$ cat config.mk
export PLATFORM = sky130hd
export DESIGN_NAME = uart_rx_status
export DESIGN_NICKNAME = d
export VERILOG_FILES = /design/src/rtl/uart_rx_status.sv
export SDC_FILE = /design/constraint.sdc
export NUM_CORES = 1
export LEC_CHECK = 0
export ABC_AREA = 1
export CAP_MARGIN = 20
export CORE_UTILIZATION = 50
export CTS_BUF_LIST = sky130_fd_sc_hd__clkbuf_8
export DETAILED_ROUTE_END_ITERATION = 8
export DONT_BUFFER_PORTS = 1
export SLEW_MARGIN = 20
export SYNTH_ARGS = -nofsm -noshare
export SYNTH_HDL_FRONTEND = slang
export SYNTH_SLANG_ARGS = --single-unit
$ cat constraint.sdc
create_clock -name clk -period 3.6 [get_ports clk]
set_input_delay 0.36 -clock clk [delete_from_list [all_inputs] [get_ports clk]]
set_output_delay 0.36 -clock clk [all_outputs]
set_load 0.005 [all_outputs]
$ cat src/rtl/uart_rx_status.sv
module uart_rx_status #(
  parameter int DEPTH = 64,
  parameter int TXW   = 7
) (
  input  logic           clk,
  input  logic           rst,
  input  logic           push,
  input  logic [7:0]     push_data,
  input  logic           push_brk,
  input  logic           push_fe,
  input  logic           push_pe,
  input  logic           rd_rhr,
  input  logic           rd_lsr,
  input  logic [TXW-1:0] tx_level,
  input  logic           tx_shift_busy,
  output logic [7:0]     rhr_data,
  output logic [7:0]     lsr
);
  localparam int AW = $clog2(DEPTH);
  localparam int CW = AW + 1;

  logic [10:0]   mem [DEPTH];
  logic [AW-1:0] wr_ptr, rd_ptr;
  logic [CW-1:0] count, err_cnt;
  logic          ovr_q;
  logic [7:0]    last_q;

  wire        empty    = (count == '0);
  wire        full     = (count == CW'(DEPTH));
  wire        pop_ok   = rd_rhr & ~empty;
  wire        push_ok  = push & (~full | pop_ok);
  wire        ovf      = push & ~push_ok;
  wire [10:0] head     = mem[rd_ptr];
  wire [2:0]  in_flags = {push_brk, push_fe, push_pe};
  wire [7:0]  in_data  = push_brk ? 8'h00 : push_data;
  wire        inc      = push_ok & (|in_flags);
  wire        dec      = pop_ok & (|head[10:8]);

  always_ff @(posedge clk) begin
    if (push_ok) mem[wr_ptr] <= {in_flags, in_data};
  end

  always_ff @(posedge clk) begin
    if (rst) begin
      wr_ptr  <= '0;
      rd_ptr  <= '0;
      count   <= '0;
      err_cnt <= '0;
      ovr_q   <= 1'b0;
      last_q  <= 8'h00;
    end else begin
      if (push_ok) wr_ptr <= (wr_ptr == AW'(DEPTH - 1)) ? '0 : wr_ptr + 1'b1;
      if (pop_ok) begin
        rd_ptr <= (rd_ptr == AW'(DEPTH - 1)) ? '0 : rd_ptr + 1'b1;
        last_q <= head[7:0];
      end
      count   <= count + CW'(push_ok) - CW'(pop_ok);
      err_cnt <= err_cnt + CW'(inc) - CW'(dec);
      if (ovf)         ovr_q <= 1'b1;
      else if (rd_lsr) ovr_q <= 1'b0;
    end
  end

  wire tx_empty = (tx_level == '0);

  assign rhr_data = empty ? last_q : head[7:0];
  assign lsr = {(err_cnt != '0),
                tx_empty & ~tx_shift_busy,
                tx_empty,
                empty ? 3'b000 : head[10:8],
                ovr_q,
                ~empty};
endmodule

Yosys cells after proc, flatten, opt, wreduce, memory -nomap -nowiden
Memory sizes are Yosys's and may differ from the RTL's. A register that Yosys moved wholly into a read port is not among the register bits.
Index checks and enable logic that the tools add are counted.
{"block": "word_totals", "word_cells": 44, "ram_bits": 704, "out_inout_bits": 16, "mem_count": 1, "register_bits": 35, "inputBits": 24}
{"memory": "mem", "words": 64, "word_bits": 11, "rd": 1, "rd_ports_with_merged_regs": 1, "write_ports": 1, "line_no": "22", "source": "logic [10:0] mem [DEPTH];"}
{"block": "op_classes", "addsub": 6, "bitwise_logic": 11, "mux": 11, "eq_ne": 3, "n_reduce_logical": 6}
{"op": "2-to-1 mux 6 bit", "n": 4}
{"op": "2-to-1 mux 8 bit", "n": 2}
{"op": "adder 7 x 1 -> 7 bit", "n": 2}
{"op": "zero test 7 bit", "n": 2}
{"op": "subtractor 7 x 1 -> 7 bit", "n": 2}
{"op": "adder 6 x 1 -> 6 bit, second input constant", "n": 2}
{"op": "== test 6 bit, second input constant", "n": 2}
{"op": "== test 7 bit, second input constant", "n": 1}
{"op": "nonzero test 7 bit", "n": 1}
{"op": "bitwise AND 1 bit", "n": 6}
{"op": "OR reduction 3 bit", "n": 2}
{"op": "2-to-1 mux 1 bit", "n": 4}
{"op": "inverter 1 bit", "n": 4}
{"op": "2-to-1 mux 3 bit", "n": 1}
{"op": "nonzero test 2 bit", "n": 1}
{"op": "bitwise OR 1 bit", "n": 1}

Depth between registers and ports, before layout
{"block": "logic_depth", "ltp_word": 8, "ltp_mapped": 26, "mapped_depth_nobuf": 23}

Worst setup path after synthesis
Ideal clock, no wire load.
{"block": "synth_timing", "path_type": "register to register", "startpoint": "reg with a tool-made name", "endpoint": "reg err_cnt[6]", "arrival_time_ns": 3.042, "period_less_slack_ns": 3.112, "n_path_buf": 4, "path_slack_ns": 0.488, "required_time_ns": 3.530, "setup_time_ns": 0.070, "path_stages_with_launch": 27, "cell_sequence": "dfxtp_1 -> buf_4 -> inv_2 -> buf_4 -> buf_4 -> buf_4 -> nand3_1 -> nand3_1 -> nand2_1 -> nand2_1 -> nand3_1 -> nand3_1 -> nand2_1 -> inv_2 -> a21oi_2 -> ha_1 -> inv_1 -> ha_1 -> inv_1 -> fa_1 -> o21ai_0 -> a21oi_1 -> nor2_1 -> nor2_1 -> o21bai_1 -> o21ai_0 -> a21oi_1"}
{"item": "end signal: assignment", "line_no": "58", "source": "err_cnt <= err_cnt + CW'(inc) - CW'(dec);"}
{"item": "end: declaration", "line_no": "24", "source": "logic [CW-1:0] count, err_cnt;"}

==> results.md <==
* Final HPWL DP at just under 50000 um
* Outcome: complete, no violations
* Grt ovf at 0
* Max VDD drop at 0.4138 mV
* Synth Cell Area at 30870 um^2
* TritonCTS clock tree: yes
* Inst Count DP at 3493
* Final setup viols at 0
* Hold Path Sink: mem[23][1]$_DFFE_PP_
* Worst Setup Path Type: reg -> reg
* Max Freq at about 0.29 GHz
* CTS H-tree lvls at 3
* Starting density of the core at 50.85%
* Synth Flop Type: edfxtp_1
* Critical Path RT at between 4 and 5 ns
* Setup ws final at 0.1219 ns
* Seq cells post-synth at 745
* Hold Crit Start: push_data[1]
* CP dominant cell by count: nand2_1
* Num CTS Buffers at approximately 120
* Final hold slack at 0.05328 ns
* First-pass GRT wire length at 121300 um
* Seq/Total Area, Yosys at 71.15%
* Dpl cell area at 32480 um^2
* Post-Syn Nets at 2750
* Global Route Usage Sum at around 26%
* Worst Skew at 0.05436 ns
* Crit end category: flop
* Vias per inst at 5.580
* Top Ports at 40
* DR pass1 iterations at 8
* Clk buf depth at 3
* Slowest cell on the critical path: dfxtp_4
* Arrival @ worst endpoint at just over 4 ns
* Max stage delay on crit path at ~0.38 ns
* Finished Cell Area at 35240 um^2
* Worst-Margin Slew at 1.144 ns
* Reg2Reg Capture Point: err_cnt[6]$_SDFF_PP0_
* Post-synthesis cell type count at 34
* Layout cell share with drive strength beyond 1 at 12.52%
* Leakage Power at 0.01313 uW
* Synth-to-Final Area Change at 14.17%
* Vias in the first global route at 20060
* Min Tclk post-route at 3.478 ns
* Clk sinks at about 750
* Routed via count at 20830
* Initial antenna violation count at 3
* Row cnt at 90
* Max-cap violations at 0
* Max Slew Vio Count at 0
* R2R depth at 25
* Routed len/inst at approximately 22 um
* Largest net degree at the start of global routing at 75
* Ys async rst share at 0%
* Non-filler cells, final at roughly 3700
* Relative slew slack at 23.52%
* Worst Hold Depth at 2
* Mapped Cells at 2704
* Power Dens Cells at ~600 nW/um^2
* Post-synth EDFFs at 704
* Clk pin slew, worst setup/hold paths at 0.06 ns
* Startpoint Class: flop
* Gpl congestion at 0.9659
* Port Buffers at 0
* Hold WC Path Type: in -> reg
* Top post-synthesis cells by area: edfxtp_1 68%, nand2_1 9.4%, nand3_1 8.0%, dfxtp_1 2.7%, nor2_1 1.6%
* Core Box Area at 60700 um^2
* Clk_lat worst skew at 0.74 ns
* Routed WL at between 80000 and 90000 um
* CP Max Fanout at 13
* Synth top cells by count: 773 x nand2_1, 704 x edfxtp_1, 491 x nand3_1
* ANT nets after route at 0
* Synth warn at 0
* Most frequent cell after synthesis: nand2_1
* Worst slack at placement at -0.03833 ns
* Die width at 250.5 um
* Avg Cell Area, Syn at about 11 um^2
* Final Cycle Share at 96.61%
* Synth area leader: edfxtp_1
* FF-to-FF setup slack at approximately 0.12 ns
* RSZ-0062 raised after global routing: true
* Total die area at 62730 um^2
* Setup tns final at 0 ns
* Die H at 250.5 um
* Residual DRC count at 0
* Nets at 2903
* Root Buffer: clkbuf_8
* Area fraction of the dominant cell type after synthesis at between 60% and 70%
* 1st-iter DRT viols at 2148
* Final hold violations at 0
## worst max path at each step
| stage | end | slack, ns | cells past startpoint |
|---|---|---|---|
| after floorplan | err_cnt[6]$_SDFF_PP0_ | 0.49 | 26 |
| after global placement | err_cnt[6]$_SDFF_PP0_ | 0.008 | 24 |
| after detailed placement | err_cnt[6]$_SDFF_PP0_ | -0.04 | 24 |
| after CTS | err_cnt[6]$_SDFF_PP0_ | 0.001 | 24 |
| after global routing | err_cnt[6]$_SDFF_PP0_ | -0.06 | 25 |
| final | err_cnt[6]$_SDFF_PP0_ | 0.12 | 25 |
## cells in the final DEF, fill, tap and decap left out, types with 2 or more instances in the layout
| cell type | count |
|---|---|
| clkinv_8 | 2 |
| o21ai_1 | 22 |
| nand2_1 | 768 |
| xor2_1 | 3 |
| buf_4 | 143 |
| nor2_1 | 121 |
| buf_16 | 8 |
| nand4_1 | 8 |
| buf_6 | 8 |
| clkinv_2 | 13 |
| diode_2 | 3 |
| o211ai_1 | 8 |
| a21oi_1 | 94 |
| ha_1 | 19 |
| bufinv_16 | 2 |
| clkbuf_16 | 5 |
| clkinv_1 | 32 |
| clkbuf_8 | 122 |
| clkinvlp_4 | 5 |
| o21bai_1 | 4 |
| o22ai_1 | 16 |
| edfxtp_1 | 704 |
| inv_2 | 2 |
| dfxtp_4 | 3 |
| inv_1 | 157 |
| a21oi_2 | 3 |
| inv_6 | 2 |
| o21ai_0 | 85 |
| nand3_2 | 9 |
| nor2_4 | 8 |
| nand3_1 | 482 |
| dfxtp_1 | 37 |
| nor3_1 | 4 |
| xnor2_1 | 2 |
| nand2_2 | 5 |
| dlygate4sd3_1 | 7 |
| buf_12 | 18 |
## logic make-up (layout without fill, tap and decap cells)
family                     count (synthesis)  in the layout  synth area share, %
other                                      0              3                    0
xor gates and xnor gates                   5              5               0.1419
AOI/OAI and AO/OA                        235            235                4.001
DFF                                      745            745                71.15
adders and majority gates                 22             22               0.9405
buffers and inverters                    286            530                4.491
and+or+nand+nor                         1411           1411                19.28
## stage by stage
stage,util [%],total power (uW)
finish,58.06,21180
global route,58.05,22130
CTS,57.42,21010
detailed placement,53.52,14350
global placement,53.52,14270
floorplan,-,12820
## repair_timing
item,in CTS,in global routing
endpoints found under the setup margin,1,11
gates resized for setup,5,43
hold endpoints to repair,240,0
gates cloned,2,7
setup buffers,0,7
hold buffers,10,0
pin swaps,0,4
## report_power, final
| group | switching (uW) | total (uW) | leakage [uW] | internal [uW] |
|---|---|---|---|---|
| logic | 3260 | 4890 | 0.00517 | 1630 |
| registers | 98.2 | 9730 | 0.00675 | 9630 |
| clock network | 3280 | 6560 | 0.00121 | 3280 |
## per-layer routing
| metal | part of all wire [%] | vias to the layer above | wire (um) | GRT usage (%) |
|---|---|---|---|---|
| met5 | 0.040 | - | 33 | 0 |
| met4 | 3.4 | 4 | 2747 | 9.746 |
| met3 | 7.9 | 157 | 6461 | 5.196 |
| met2 | 47 | 848 | 37910 | 40.50 |
| met1 | 42 | 10040 | 34350 | 35.91 |
| li1 | - | 9787 | - | - |
## registers in the layout, indices dropped and copies added (netlist names), named ones only
| name | cells |
|---|---|
| rd_ptr | 6 |
| wr_ptr | 6 |
| err_cnt | 7 |
| mem | 704 |
| count | 7 |
| ovr_q | 1 |
| last_q | 8 |
## final cells by class
| class | instances | area, um^2 |
|---|---|---|
| repair buffers | 191 | 1987 |
| well taps | 782 | 978.4 |
| inverters | 127 | 491.7 |
| fillers | 4970 | 25460 |
| clock inverters | 89 | 444.2 |
| multi-input cells | 1673 | 7661 |
| clock buffers | 122 | 1679 |
| flip-flops and latches | 745 | 21970 |
| diodes | 3 | 7.507 |
| repair inverters | 1 | 16.27 |
## worst max-delay path: cells and delay by family (launching register included)
kind	cells	cell delay [ns]
AND/OR/NAND/NOR	11	0.93
adder cells (fa/ha/maj)	3	0.81
buffers and inverters	5	0.58
flip-flops	1	0.38
AO/OA/AOI/OAI	6	0.72
No activity file was read; power rests on OpenSTA's default activity.
